==> config.mk <==
export PLATFORM = sky130hd
export DESIGN_NAME = ctrlreg_unit
export DESIGN_NICKNAME = d
export VERILOG_FILES = /design/src/rtl/ctrlreg_pkg.sv /design/src/rtl/ctrlreg_status.sv /design/src/rtl/ctrlreg_exc.sv /design/src/rtl/ctrlreg_rdmux.sv /design/src/rtl/ctrlreg_host.sv /design/src/rtl/ctrlreg_unit.sv
export SDC_FILE = /design/constraint.sdc
export NUM_CORES = 1
export LEC_CHECK = 0
export BUFFER_PORTS_ARGS = -buffer_cell sky130_fd_sc_hd__buf_2
export CORE_MARGIN = 2
export CORE_UTILIZATION = 45
export CTS_CLUSTER_SIZE = 8
export DETAILED_ROUTE_END_ITERATION = 8
export HOLD_SLACK_MARGIN = 0.03
export PLACE_DENSITY = 0.79
export SETUP_SLACK_MARGIN = 0.3
export SYNTH_ARGS = -nofsm -noshare
export SYNTH_HDL_FRONTEND = slang
export SYNTH_SLANG_ARGS = --single-unit
==> constraint.sdc <==
create_clock -name clk -period 4.7 [get_ports clk]
set_input_delay 1.41 -clock clk [delete_from_list [all_inputs] [get_ports clk]]
set_output_delay 1.41 -clock clk [all_outputs]
set_load 0.01 [all_outputs]
==> src/rtl/ctrlreg_pkg.sv <==
package ctrlreg_pkg;

  localparam int ST_EE  = 0;
  localparam int ST_PS  = 1;
  localparam int ST_SUP = 2;
  localparam int ST_U64 = 3;
  localparam int ST_K64 = 4;
  localparam int ST_W   = 32;

  localparam logic [ST_W-1:0] ST_RSVD = 32'hFFFF_0000;

  localparam int IDX_W = 5;
  localparam logic [IDX_W-1:0] IX_STATUS   = 5'd0;
  localparam logic [IDX_W-1:0] IX_EPC      = 5'd1;
  localparam logic [IDX_W-1:0] IX_BADVA    = 5'd2;
  localparam logic [IDX_W-1:0] IX_EBASE    = 5'd3;
  localparam logic [IDX_W-1:0] IX_MEMPG    = 5'd8;
  localparam logic [IDX_W-1:0] IX_TOHOST   = 5'd16;
  localparam logic [IDX_W-1:0] IX_FROMHOST = 5'd17;

  localparam int PAGE_SHIFT = 12;

  // Status value after masking reserved and unsupported bits
  function automatic logic [ST_W-1:0] st_clean(input logic [ST_W-1:0] v,
                                               input logic wide_ok);
    logic [ST_W-1:0] r;
    r = v & ~ST_RSVD;
    if (!wide_ok) begin
      r[ST_U64] = 1'b0;
      r[ST_K64] = 1'b0;
    end
    return r;
  endfunction

  // Status value produced by trap entry
  function automatic logic [ST_W-1:0] st_trap(input logic [ST_W-1:0] s);
    logic [ST_W-1:0] r;
    r         = s;
    r[ST_EE]  = 1'b0;
    r[ST_PS]  = s[ST_SUP];
    r[ST_SUP] = 1'b1;
    return r;
  endfunction

  // Active register width selection
  function automatic logic st_wide(input logic [ST_W-1:0] s);
    return s[ST_SUP] ? s[ST_K64] : s[ST_U64];
  endfunction

endpackage

==> src/rtl/ctrlreg_status.sv <==
module ctrlreg_status
  import ctrlreg_pkg::*;
#(
  parameter bit HAS_WIDE = 1'b1
) (
  input  logic            clk,
  input  logic            rst_n,
  input  logic            wr_en,
  input  logic [ST_W-1:0] wr_val,
  input  logic            trap_en,
  output logic [ST_W-1:0] status_q
);

  localparam logic [ST_W-1:0] ST_RESET =
    (ST_W'(1) << ST_SUP) | (HAS_WIDE ? (ST_W'(1) << ST_K64) : '0);

  always_ff @(posedge clk) begin
    if (!rst_n) begin
      status_q <= ST_RESET;
    end else if (trap_en) begin
      status_q <= st_trap(status_q);
    end else if (wr_en) begin
      status_q <= st_clean(wr_val, HAS_WIDE);
    end
  end

endmodule

==> src/rtl/ctrlreg_exc.sv <==
module ctrlreg_exc
  import ctrlreg_pkg::*;
#(
  parameter int XLEN = 64
) (
  input  logic            clk,
  input  logic            rst_n,
  input  logic            trap_en,
  input  logic [XLEN-1:0] trap_pc,
  input  logic            trap_bad_vld,
  input  logic [XLEN-1:0] trap_bad_addr,
  input  logic            epc_wr,
  input  logic            ebase_wr,
  input  logic [XLEN-1:0] wdata,
  output logic [XLEN-1:0] epc_q,
  output logic [XLEN-1:0] badva_q,
  output logic [XLEN-1:0] ebase_q
);

  localparam logic [XLEN-1:0] EBASE_MASK = ~((XLEN'(1) << PAGE_SHIFT) - XLEN'(1));

  always_ff @(posedge clk) begin
    if (!rst_n) begin
      epc_q <= '0;
    end else if (trap_en) begin
      epc_q <= trap_pc;
    end else if (epc_wr) begin
      epc_q <= wdata;
    end
  end

  always_ff @(posedge clk) begin
    if (!rst_n) begin
      badva_q <= '0;
    end else if (trap_en && trap_bad_vld) begin
      badva_q <= trap_bad_addr;
    end
  end

  always_ff @(posedge clk) begin
    if (!rst_n) begin
      ebase_q <= '0;
    end else if (ebase_wr) begin
      ebase_q <= wdata & EBASE_MASK;
    end
  end

endmodule

==> src/rtl/ctrlreg_rdmux.sv <==
module ctrlreg_rdmux
  import ctrlreg_pkg::*;
#(
  parameter int          XLEN      = 64,
  parameter longint unsigned MEM_BYTES = 64'd268435456
) (
  input  logic [IDX_W-1:0] idx,
  input  logic [ST_W-1:0]  status_q,
  input  logic [XLEN-1:0]  epc_q,
  input  logic [XLEN-1:0]  badva_q,
  input  logic [XLEN-1:0]  ebase_q,
  input  logic [XLEN-1:0]  host_in,
  input  logic             wide,
  output logic [XLEN-1:0]  rdata
);

  localparam logic [XLEN-1:0] MEM_PAGES = XLEN'(MEM_BYTES >> PAGE_SHIFT);

  function automatic logic [XLEN-1:0] sx32(input logic [XLEN-1:0] v);
    logic [XLEN-1:0] r;
    r = v;
    for (int i = 32; i < XLEN; i++) r[i] = v[31];
    return r;
  endfunction

  logic [XLEN-1:0] raw;

  always_comb begin
    unique case (idx)
      IX_STATUS:   raw = XLEN'(status_q);
      IX_EPC:      raw = epc_q;
      IX_BADVA:    raw = badva_q;
      IX_EBASE:    raw = ebase_q;
      IX_MEMPG:    raw = MEM_PAGES;
      IX_FROMHOST: raw = host_in;
      default:     raw = '1;
    endcase
  end

  assign rdata = wide ? raw : sx32(raw);

endmodule

==> src/rtl/ctrlreg_host.sv <==
module ctrlreg_host #(
  parameter int XLEN = 64
) (
  input  logic            clk,
  input  logic            rst_n,
  input  logic            send,
  input  logic [XLEN-1:0] wdata,
  output logic [XLEN-1:0] host_out,
  output logic            host_out_vld
);

  always_ff @(posedge clk) begin
    if (!rst_n) begin
      host_out     <= '0;
      host_out_vld <= 1'b0;
    end else begin
      host_out_vld <= send;
      if (send) host_out <= wdata;
    end
  end

endmodule

==> src/rtl/ctrlreg_unit.sv <==
module ctrlreg_unit
  import ctrlreg_pkg::*;
#(
  parameter int              XLEN      = 64,
  parameter bit              HAS_WIDE  = 1'b1,
  parameter longint unsigned MEM_BYTES = 64'd268435456
) (
  input  logic             clk,
  input  logic             rst_n,
  input  logic             acc_rd,
  input  logic             acc_wr,
  input  logic [IDX_W-1:0] acc_idx,
  input  logic [XLEN-1:0]  acc_wdata,
  output logic [XLEN-1:0]  acc_rdata,
  output logic             priv_fault,
  input  logic             trap_req,
  input  logic [XLEN-1:0]  trap_pc,
  input  logic             trap_bad_vld,
  input  logic [XLEN-1:0]  trap_bad_addr,
  input  logic [XLEN-1:0]  host_in,
  output logic [XLEN-1:0]  host_out,
  output logic             host_out_vld,
  output logic             wide_mode,
  output logic             err_mode
);

  function automatic logic [XLEN-1:0] sx32(input logic [XLEN-1:0] v);
    logic [XLEN-1:0] r;
    r = v;
    for (int i = 32; i < XLEN; i++) r[i] = v[31];
    return r;
  endfunction

  logic [ST_W-1:0] status_q;
  logic [XLEN-1:0] epc_q, badva_q, ebase_q;
  logic            sup;
  logic            wr_fire;
  logic            trap_take;
  logic            trap_fatal;
  logic [XLEN-1:0] wval;
  logic            err_q;

  assign sup        = status_q[ST_SUP];
  assign wide_mode  = st_wide(status_q);
  assign priv_fault = (acc_rd | acc_wr) & ~sup;
  assign trap_take  = trap_req & status_q[ST_EE];
  assign trap_fatal = trap_req & ~status_q[ST_EE];
  assign wr_fire    = acc_wr & sup & ~trap_req;
  assign wval       = wide_mode ? acc_wdata : sx32(acc_wdata);

  ctrlreg_status #(.HAS_WIDE(HAS_WIDE)) u_status (
    .clk     (clk),
    .rst_n   (rst_n),
    .wr_en   (wr_fire && acc_idx == IX_STATUS),
    .wr_val  (wval[ST_W-1:0]),
    .trap_en (trap_take),
    .status_q(status_q)
  );

  ctrlreg_exc #(.XLEN(XLEN)) u_exc (
    .clk          (clk),
    .rst_n        (rst_n),
    .trap_en      (trap_take),
    .trap_pc      (trap_pc),
    .trap_bad_vld (trap_bad_vld),
    .trap_bad_addr(trap_bad_addr),
    .epc_wr       (wr_fire && acc_idx == IX_EPC),
    .ebase_wr     (wr_fire && acc_idx == IX_EBASE),
    .wdata        (wval),
    .epc_q        (epc_q),
    .badva_q      (badva_q),
    .ebase_q      (ebase_q)
  );

  ctrlreg_rdmux #(.XLEN(XLEN), .MEM_BYTES(MEM_BYTES)) u_rdmux (
    .idx     (acc_idx),
    .status_q(status_q),
    .epc_q   (epc_q),
    .badva_q (badva_q),
    .ebase_q (ebase_q),
    .host_in (host_in),
    .wide    (wide_mode),
    .rdata   (acc_rdata)
  );

  ctrlreg_host #(.XLEN(XLEN)) u_host (
    .clk         (clk),
    .rst_n       (rst_n),
    .send        (wr_fire && acc_idx == IX_TOHOST),
    .wdata       (wval),
    .host_out    (host_out),
    .host_out_vld(host_out_vld)
  );

  always_ff @(posedge clk) begin
    if (!rst_n) err_q <= 1'b0;
    else if (trap_fatal) err_q <= 1'b1;
  end

  assign err_mode = err_q;

endmodule

==> flow_metrics.py, run 1 <==
metrics = {
    "yosys": {
        "postSynthCellCount": 1464,
        "syn-mean-instance-area_um2": 8.43,
        "netlist.area_leader.share": 0.425,
        "synth_area_leaders": "dfxtp_1, nand2_1, o211a_1",
        "yosys.area.top_type": "dfxtp_1",
        "ys_seq_area_frac": 0.425,
        "yosysWarnings": 0,
        "synth-seq-cells": 262,
        "ys.flop_type": "dfxtp_1",
        "syn_nets": 1731,
        "synth_cell_types": 49,
        "synth_edf_count": 0,
        "synth-async-reset-ratio": 0,
        "netlist_area_um2": 12300,
    },
    "die": {
        "num_rows": 60,
        "core_area_um2": 27000,
        "die-area_um2": 28800,
        "start_util": 0.458,
        "die-width_um": 170,
        "chipHeight_um": 170,
        "io_pins": 399,
    },
    "cells_and_area": {
        "areaGrowthSynthToFinish_pct": 32.3,
        "final_core_util": 0.606,
        "drive_gt1_frac": 0.314,
        "final_nets": 2085,
    },
    "min_path": {
        "holdPathEnd": "u_host.host_out[2]",
        "min_from": "u_host.host_out[2]",
        "hold_path_depth": 2,
        "hold_class": "reg2reg",
    },
    "sta": {
        "slew_headroom": 0.312,
        "hold_violations": 0,
        "fin_tns_setup_ns": 0,
        "tightest_slew_ns": 1.03,
        "fin_crit_sh": 0.952,
        "finalSetupViolations": 0,
        "fmax_mhz": 224,
        "fin_hold_ws_ns": 0.442,
        "finClkSkew_ns": 0.00891,
        "period_minus_slack_ns": 4.47,
        "slew_viol_final": 0,
        "rsz0062_at_grt": "yes",
    },
    "worst_setup_path": {
        "worst_ep_required_time_ns": 3.29,
        "cp_cell_sequence": "buf_8 -> or4b_4 -> nor2_4 -> buf_4 -> clkbuf_16 -> nand2_1 -> a31oi_2 -> buf_2",
        "reg2reg_from": "u_status.status_q[2]",
        "slowest_stage": "or4b_4",
        "critPathArrivalTime_ns": 3.06,
        "worst-setup-path-type": "in2out",
        "ff2ff_path_depth": 5,
        "start_kind": "input port",
        "r2r_end": "u_exc.epc_q[63]",
        "r2r_setup_slack_ns": 2.02,
        "crit_fanout": 14,
        "slowest_delay_ns": 0.56,
        "worstSetupEndpointType": "output port",
    },
    "detailed_routing": {
        "drtIter0Drc": 1208,
        "vias_per_cell": 5.90,
        "wirelength_um": 45000,
        "drt_pre_antenna_iters": 8,
        "via_count": 12800,
        "remaining_drc_errors": 0,
        "wire_per_inst_um": 20.8,
        "antenna_left": 0,
    },
    "global_route": {
        "grt_pass1_vias": 12000,
        "grt_overflow": 0,
        "antenna_found_initial": 5,
        "grt_max_degree": 173,
        "track_usage": 0.287,
        "grt_pass1_wl_um": 65000,
    },
    "power": {
        "power.switching_mw": 1.20,
        "power_frac_comb": 0.093,
        "power_density_nw_per_um2": 317,
        "vdd_ir_drop_max_mv": 0.257,
        "p_leak_nw": 7.73,
        "internal-power_mw": 3.98,
        "p_clk_frac": 0.474,
        "sequentialPowerShare": 0.434,
        "switching_share": 0.232,
    },
    "clock_network": {
        "cts_tree": "yes",
        "clk_pin_slew_ns": 0.05,
        "h-tree-depth": 2,
        "clock_latency_ns": 0.51,
        "cts-root-buf": "clkbuf_16",
        "numCtsBuffers": 38,
        "clock_path_buffers": 3,
        "clock_sinks": 262,
    },
    "place": {
        "globalplace.congestion": 0.907,
        "dp_hpwl_um": 28800,
        "io_buffer_count": 398,
    },
    "outcome": {
        "status": "complete, no violations",
    },
    "job": {
        "maxCapViolations": 0,
    },
}
-- how the worst max path moves through the flow --
stage,start,to,cells after the start
after floorplan,acc_idx[3],acc_rdata[43],6
after global placement,acc_idx[1],acc_rdata[59],8
after detailed placement,acc_idx[1],acc_rdata[59],8
after CTS,acc_idx[3],acc_rdata[59],9
after global routing,acc_idx[3],acc_rdata[57],8
final,acc_idx[3],acc_rdata[57],8
-- flip-flops by register name (all words and copies together) (netlist names) --
name                 count
err_mode                 1
u_exc.badva_q           64
u_exc.ebase_q           52
u_exc.epc_q             64
u_host.host_out         64
u_host.host_out_vld      1
u_status.status_q       16
-- Yosys cell counts (4+ instances only) --
cell      count
o211a_1      96
a31o_2       25
nand2_1     452
a21boi_1     27
mux2i_1      63
a22oi_1       5
buf_6         5
clkbuf_1     87
a221oi_1     26
a222oi_1     32
buf_2        49
dfxtp_1     262
a211oi_1     32
a31oi_1      33
o21ai_0      33
nor2_1       38
nand3_1      38
buf_4         8
a21oi_1       7
a31o_1        7
a21boi_0    101
or3_1         4
-- layer usage --
metal / vias to the layer above / part of all wire / track usage
met2: 713 / 0.48 / 0.494
met5: - / 0.00029 / 0
met1: 6037 / 0.39 / 0.347
li1: 5906 / - / -
met3: 121 / 0.090 / 0.0623
met4: 2 / 0.036 / 0.122
-- through the flow --
stage	std cells	total power, mW	instance area, um^2	setup WS [ns]
final	2165	5.17	16300	0.227
after global routing	2165	5.31	16300	0.186
after CTS	2144	5.17	15800	0.253
after detailed placement	2095	2.71	14600	0.0959
after global placement	2095	2.71	14600	0.115
after floorplan	1464	2.48	12300	0.385
-- critical path: cells and delay by family --
family | cells | cell delay (ns)
buf+inv | 4 | 0.60
simple gates | 3 | 0.81
compound gates | 1 | 0.23
-- timing repair --
action,CTS,global route
pin swaps,7,28
endpoints found under the setup margin,50,45
gates resized for setup,14,43
hold buffers,0,0
buffers inserted,2,11
cloned,4,7
-- cell families after synthesis --
| logic type | after synthesis | share of synthesized area |
|---|---|---|
| mux | 64 | 0.0520 |
| flops | 262 | 0.425 |
| simple gates | 552 | 0.180 |
| compound gates | 434 | 0.286 |
| buf+inv | 152 | 0.0566 |
-- layout make-up --
cell class | count | area, um^2
antenna | 3 | 7.51
inverter | 2 | 7.51
tap | 341 | 427
multi-input combinational | 1050 | 6670
timing repair buffer | 464 | 2940
sequential | 262 | 5250
fill | 2341 | 10600
clock buffer | 43 | 1030
-- power groups by stage --
stage	clock network, mW	registers (mW)	logic [mW]
global placement	0	2.29	0.425
detailed placement	0	2.29	0.427
CTS	2.48	2.24	0.444
global route	2.56	2.24	0.511
finish	2.45	2.24	0.479
floorplan	0	2.29	0.195
-- layout by cell type (no fill, tap or decap), types with 5 or more instances in the layout --
cell / netlist / layout
mux2i_1: 63 / 63
o21ai_0: 33 / 33
a31o_1: 7 / 7
buf_2: 49 / 389
clkbuf_16: 0 / 47
a31oi_4: 0 / 7
a21boi_1: 27 / 27
nor2_1: 38 / 33
buf_6: 5 / 13
o211a_1: 96 / 96
buf_4: 8 / 35
a222oi_1: 32 / 32
nand2_1: 452 / 450
a31oi_1: 33 / 23
buf_12: 0 / 13
nor2_4: 0 / 5
a21boi_0: 101 / 101
dfxtp_1: 262 / 262
a22oi_1: 5 / 5
a21oi_1: 7 / 7
a221oi_1: 26 / 26
a211oi_1: 32 / 30
a31o_2: 25 / 25
nand3_1: 38 / 38
No activity file was read; power rests on OpenSTA's default activity.
==> inputs of run 2 (changes only) <==
--- a/config.mk
+++ b/config.mk
@@ -11,8 +11,9 @@
 export CTS_CLUSTER_SIZE = 8
 export DETAILED_ROUTE_END_ITERATION = 8
 export HOLD_SLACK_MARGIN = 0.03
-export PLACE_DENSITY = 0.79
+export PLACE_DENSITY = 0.77
 export SETUP_SLACK_MARGIN = 0.3
 export SYNTH_ARGS = -nofsm -noshare
 export SYNTH_HDL_FRONTEND = slang
+export SYNTH_HIERARCHICAL = 1
 export SYNTH_SLANG_ARGS = --single-unit
==> constraint.sdc (replaced) <==
create_clock -name clk -period 4.73 [get_ports clk]
set_input_delay 1.419 -clock clk [delete_from_list [all_inputs] [get_ports clk]]
set_output_delay 1.419 -clock clk [all_outputs]
set_load 0.01 [all_outputs]
==> flow_metrics.py, run 2 <==
metrics = {
    "clock_network": {
        "clock_sinks": 262,
        "cts_setup_buffers": 0,
        "clock_path_buffers": 3,
        "clock_latency_ns": 0.51,
        "clk_pin_slew_ns": 0.05,
        "cts-root-buf": "clkbuf_16",
        "numCtsBuffers": 38,
        "h-tree-depth": 2,
        "cts_tree": "yes",
    },
    "cells_and_area": {
        "fillers": 2927,
        "drive_gt1_frac": 0.366,
        "final_core_util": 0.553,
        "final_common_cell": "buf_2",
        "regArea_um2": 5250,
        "multiInputGateArea_um2": 8650,
        "reg_top3": "u_exc/badva_q (64), u_exc/epc_q (64), u_host/host_out (64)",
        "stdcell_area_um2": 18000,
        "areaGrowthSynthToFinish_pct": 20.7,
        "final_nets": 2074,
        "layout_common_cells": "buf_2, dfxtp_1, mux2i_1",
        "final_cells": 2265,
    },
    "power": {
        "vdd_ir_drop_max_mv": 0.247,
        "p_leak_nw": 8.05,
        "power.total_mw": 5.18,
        "power_density_nw_per_um2": 288,
    },
    "sta": {
        "setup_slack_ns": 0.317,
        "fin_crit_sh": 0.933,
        "slew_headroom": 0.229,
        "rsz0062_at_grt": "yes",
        "fin_hold_ws_ns": 0.453,
        "finClkSkew_ns": 0.0167,
        "tightest_slew_ns": 1.16,
        "period_minus_slack_ns": 4.41,
        "fmax_mhz": 227,
        "hold_violations": 0,
        "fin_tns_setup_ns": 0,
        "finalSetupViolations": 0,
        "slew_viol_final": 0,
    },
    "yosys": {
        "synth_area_leaders": "dfxtp_1, mux2i_1, mux2_4",
        "yosysWarnings": 6,
        "netlist.area_leader.share": 0.352,
        "yosys-top-cells-count": "dfxtp_1, mux2i_1, nor2b_1, mux2_4, and3_1",
        "yosys.area.top_type": "dfxtp_1",
        "synth-async-reset-ratio": 0,
        "postSynthCellCount": 1479,
        "synth_edf_count": 0,
        "ys_seq_area_frac": 0.352,
        "synth-seq-cells": 262,
        "syn-mean-instance-area_um2": 10.1,
        "synth.most_common_cell": "dfxtp_1",
        "ys.flop_type": "dfxtp_1",
        "netlist_area_um2": 14900,
        "synth_cell_types": 49,
    },
    "global_route": {
        "grt_max_degree": 129,
        "antenna_found_initial": 23,
        "grt_pass1_vias": 12400,
        "grt_overflow": 0,
        "grt_pass1_wl_um": 70300,
        "track_usage": 0.261,
    },
    "min_path": {
        "min_from": "u_status/status_q[9]",
        "holdPathEnd": "u_status/status_q[9]",
        "hold_class": "reg2reg",
        "hold_path_depth": 2,
    },
    "die": {
        "chipHeight_um": 186,
        "start_util": 0.458,
        "die-area_um2": 34600,
        "die-width_um": 186,
        "core_area_um2": 32500,
        "io_pins": 399,
        "num_rows": 66,
    },
    "place": {
        "place_area_um2": 16900,
        "dp.cells": 2208,
        "dp_hpwl_um": 32600,
        "io_buffer_count": 398,
        "globalplace.congestion": 0.871,
        "pre_cts_slack_ns": 0.259,
    },
    "worst_setup_path": {
        "cp_cell_sequence": "buf_2 -> or3_4 -> a21oi_2 -> a2bb2oi_1 -> and3b_2 -> buf_12 -> a21oi_2 -> buf_2",
        "crit_family": "simple AND/OR/NAND/NOR gates",
        "slowest_stage": "or3_4",
        "start_kind": "input port",
        "ff2ff_path_depth": 5,
        "worst_ep_required_time_ns": 3.31,
        "reg2reg_from": "u_status/status_q[2]",
        "r2r_setup_slack_ns": 2.19,
        "path_buf_inv": 3,
        "r2r_end": "u_exc/epc_q[11]",
        "slowest_delay_ns": 0.40,
        "critPathArrivalTime_ns": 2.99,
        "worst-setup-path-type": "in2out",
        "worstSetupEndpointType": "output port",
        "crit_fanout": 32,
    },
    "detailed_routing": {
        "via_count": 12700,
        "drt_pre_antenna_iters": 5,
        "remaining_drc_errors": 0,
        "vias_per_cell": 5.59,
        "antenna_left": 0,
        "wire_per_inst_um": 21.1,
        "wirelength_um": 47800,
        "drtIter0Drc": 941,
    },
    "outcome": {
        "status": "complete, no violations",
    },
    "job": {
        "maxCapViolations": 0,
    },
}
[run 2: worst max path at each step]
stage / depth (start not counted) / start / endpoint / slack, ns
6_report: 8 / acc_idx[4] / acc_rdata[61] / 0.32
5_1_grt: 9 / acc_idx[0] / acc_rdata[61] / 0.26
4_1_cts: 7 / acc_idx[0] / acc_rdata[12] / 0.28
3_5_place_dp: 8 / acc_idx[4] / acc_rdata[32] / 0.26
3_3_place_gp: 7 / acc_idx[0] / acc_rdata[12] / 0.28
2_1_floorplan: 9 / acc_idx[4] / acc_rdata[33] / 0.58
[run 2: final cells by class]
| class | instances | area share |
|---|---|---|
| Clock inverter | 2 | 0.00181 |
| Antenna cell | 13 | 0.00181 |
| Clock buffer | 41 | 0.0547 |
| Tap cell | 442 | 0.0307 |
| Timing Repair Buffer | 438 | 0.138 |
| Inverter | 3 | 0.000626 |
| Multi-Input combinational cell | 1064 | 0.481 |
| Sequential cell | 262 | 0.292 |
[run 2: layer usage]
metal	track usage	wire length (um)
met5	0	138
met4	0.125	2010
met3	0.0657	3940
met2	0.447	23000
met1	0.304	18700
[run 2: logic make-up (layout without fill, tap and decap cells)]
logic type / after synthesis / after routing / synth area share
AND/OR/NAND/NOR: 380 / 380 / 0.145
AO/OA/AOI/OAI: 375 / 375 / 0.202
multiplexers: 281 / 281 / 0.222
flip-flops: 262 / 262 / 0.352
buffers and inverters: 179 / 484 / 0.0787
other: 2 / 41 / 0.000504
[run 2: power by group]
group	internal (mW)	switching (mW)	total, mW
sequential	2.22	0.00518	2.23
combinational	0.244	0.293	0.538
clock	1.46	0.964	2.42
[run 2: repair_timing]
| item | in CTS | in global routing |
|---|---|---|
| gates cloned | 0 | 1 |
| resized for setup | 2 | 8 |
| hold buffers | 0 | 0 |
| endpoints found under the setup margin | 6 | 21 |
| pin swaps | 0 | 0 |
[run 2: worst reg2reg max path, delay by kind of cell, from the launching register on]
| family | cells | cell delay [ns] |
|---|---|---|
| simple gates | 2 | 0.84 |
| flops | 1 | 0.50 |
| buf+inv | 1 | 0.49 |
| mux | 1 | 0.38 |
| compound gates | 1 | 0.22 |
==> inputs of run 3 (changes only) <==
==> constraint.sdc (replaced) <==
create_clock -name clk -period 5.27 [get_ports clk]
set_input_delay 1.581 -clock clk [delete_from_list [all_inputs] [get_ports clk]]
set_output_delay 1.581 -clock clk [all_outputs]
set_load 0.01 [all_outputs]
==> flow_metrics.py, run 3 (synthesis results as in run 2) <==
metrics = {
    "cells_and_area": {
        "reg_top3": "u_exc/badva_q (64), u_exc/epc_q (64), u_host/host_out (64)",
        "final_nets": 2074,
        "layout_common_cells": "buf_2, dfxtp_1, mux2i_1",
        "areaGrowthSynthToFinish_pct": 20.0,
        "drive_gt1_frac": 0.364,
        "final_common_cell": "buf_2",
        "fillers": 2933,
    },
    "place": {
        "dp_hpwl_um": 33200,
        "io_buffer_count": 398,
        "globalplace.congestion": 0.882,
    },
    "detailed_routing": {
        "wire_per_inst_um": 21.3,
        "remaining_drc_errors": 0,
        "drtIter0Drc": 771,
        "drt_pre_antenna_iters": 6,
        "wirelength_um": 48200,
        "antenna_left": 0,
        "via_count": 12700,
        "vias_per_cell": 5.61,
    },
    "power": {
        "switching_share": 0.247,
        "power.switching_mw": 1.15,
        "vdd_ir_drop_max_mv": 0.236,
        "sequentialPowerShare": 0.428,
        "p_clk_frac": 0.470,
        "p_leak_nw": 8.02,
        "internal-power_mw": 3.52,
        "power_frac_comb": 0.102,
        "power.total_mw": 4.67,
        "power_density_nw_per_um2": 261,
    },
    "sta": {
        "fin_crit_sh": 0.924,
        "finClkSkew_ns": 0.0156,
        "rsz0062_at_grt": "no",
        "slew_viol_final": 0,
        "hold_violations": 0,
        "fin_tns_setup_ns": 0,
        "fin_hold_ws_ns": 0.456,
        "fmax_mhz": 205,
        "finalSetupViolations": 0,
        "slew_headroom": 0.251,
        "tightest_slew_ns": 1.12,
        "period_minus_slack_ns": 4.87,
    },
    "global_route": {
        "grt_overflow": 0,
        "grt_pass1_wl_um": 70500,
        "track_usage": 0.266,
        "grt_pass1_vias": 12400,
        "grt_max_degree": 129,
        "antenna_found_initial": 20,
    },
    "clock_network": {
        "h-tree-depth": 2,
        "cts_setup_buffers": 0,
        "numCtsBuffers": 38,
        "ctsHoldBuffers": 0,
        "cts-root-buf": "clkbuf_16",
        "clk_pin_slew_ns": 0.05,
        "clock_latency_ns": 0.52,
        "cts_tree": "yes",
        "clock_path_buffers": 3,
        "clock_sinks": 262,
    },
    "die": {
        "chipHeight_um": 186,
        "die-width_um": 186,
        "core_area_um2": 32500,
        "die-area_um2": 34600,
        "num_rows": 66,
        "start_util": 0.458,
        "io_pins": 399,
    },
    "worst_setup_path": {
        "worst_ep_required_time_ns": 3.69,
        "r2r_end": "u_exc/epc_q[17]",
        "r2r_setup_slack_ns": 2.43,
        "ff2ff_path_depth": 5,
        "worst-setup-path-type": "in2out",
        "worstSetupEndpointType": "output port",
        "start_kind": "input port",
        "reg2reg_from": "u_status/status_q[2]",
        "critPathArrivalTime_ns": 3.29,
        "crit_fanout": 32,
    },
    "min_path": {
        "holdPathEnd": "u_status/status_q[9]",
        "min_from": "u_status/status_q[9]",
        "hold_path_depth": 2,
        "hold_class": "reg2reg",
    },
    "outcome": {
        "status": "complete, no violations",
    },
    "job": {
        "maxCapViolations": 0,
    },
}
==> run 3: cell types whose count changed in the layout (fill, tap and decap cells not counted), moves of 2 or more <==
cell      before  now
a221oi_1      26   29
a221oi_2       3    0
buf_12        10    8
buf_4         29   32
clkinv_8       2    0
diode_2       13    8
==> run 3: worst max-delay path, stage by stage <==
cell and delay, ns:
buf_2 0.14, nor2_1 0.22, o21ai_1 0.16, o41ai_4 0.08
buf_6 0.32, and3b_2 0.27, buf_12 0.23, a21oi_1 0.08
buf_2 0.17
==> run 3: area by class of cell <==
cell class | count | area, um^2 | area share
multi-input combinational | 1064 | 8620 | 0.482
clock inverter | 2 | 28.8 | 0.00161
tap | 442 | 553 | 0.0309
inverter | 3 | 11.3 | 0.000630
clock buffer | 41 | 983 | 0.0550
timing repair buffer | 438 | 2410 | 0.135
sequential | 262 | 5250 | 0.293
antenna | 8 | 20.0 | 0.00112
==> run 3: timing repair <==
item | CTS | global route
endpoints found under the setup margin | 0 | 32
hold endpoints to repair | 0 | 0
resized for setup | 0 | 3
==> run 3: power by group through the flow <==
stage          Sequential, mW  Clock (mW)  Combinational, mW
2_1_floorplan            2.04           0              0.260
3_3_place_gp             2.04           0              0.465
3_5_place_dp             2.04           0              0.470
4_1_cts                  2.00        2.23              0.472
5_1_grt                  2.00        2.31              0.508
6_report                 2.00        2.19              0.477
==> run 3: worst max path at each step <==
stage               start  cells after the start  slack [ns]       endpoint
4_1_cts        acc_idx[2]                      9        0.32  acc_rdata[63]
3_5_place_dp   acc_idx[2]                      9        0.32  acc_rdata[63]
6_report       acc_idx[2]                      9        0.40  acc_rdata[63]
2_1_floorplan  acc_idx[4]                      9        0.80  acc_rdata[33]
5_1_grt        acc_idx[2]                      9        0.30  acc_rdata[63]
3_3_place_gp   acc_idx[2]                      7        0.36  acc_rdata[39]
==> run 3: layer usage <==
layer / up-vias / track usage / wire (um) / share of wire
met3: 153 / 0.0626 / 3680 / 0.076
met2: 560 / 0.453 / 23300 / 0.48
met5: - / 0 / 140 / 0.0029
li1: 5890 / - / - / -
met4: 22 / 0.124 / 1980 / 0.041
met1: 6062 / 0.315 / 19100 / 0.40
==> run 3: through the flow <==
step,cell area (um^2),setup WS [ns],util,instances
after floorplan,15000,0.796,-,1505
after global placement,16800,0.362,0.517,2209
after detailed placement,16800,0.320,0.517,2209
after CTS,17800,0.316,0.548,2252
after global routing,17900,0.305,0.549,2257
final,17900,0.401,0.549,2260
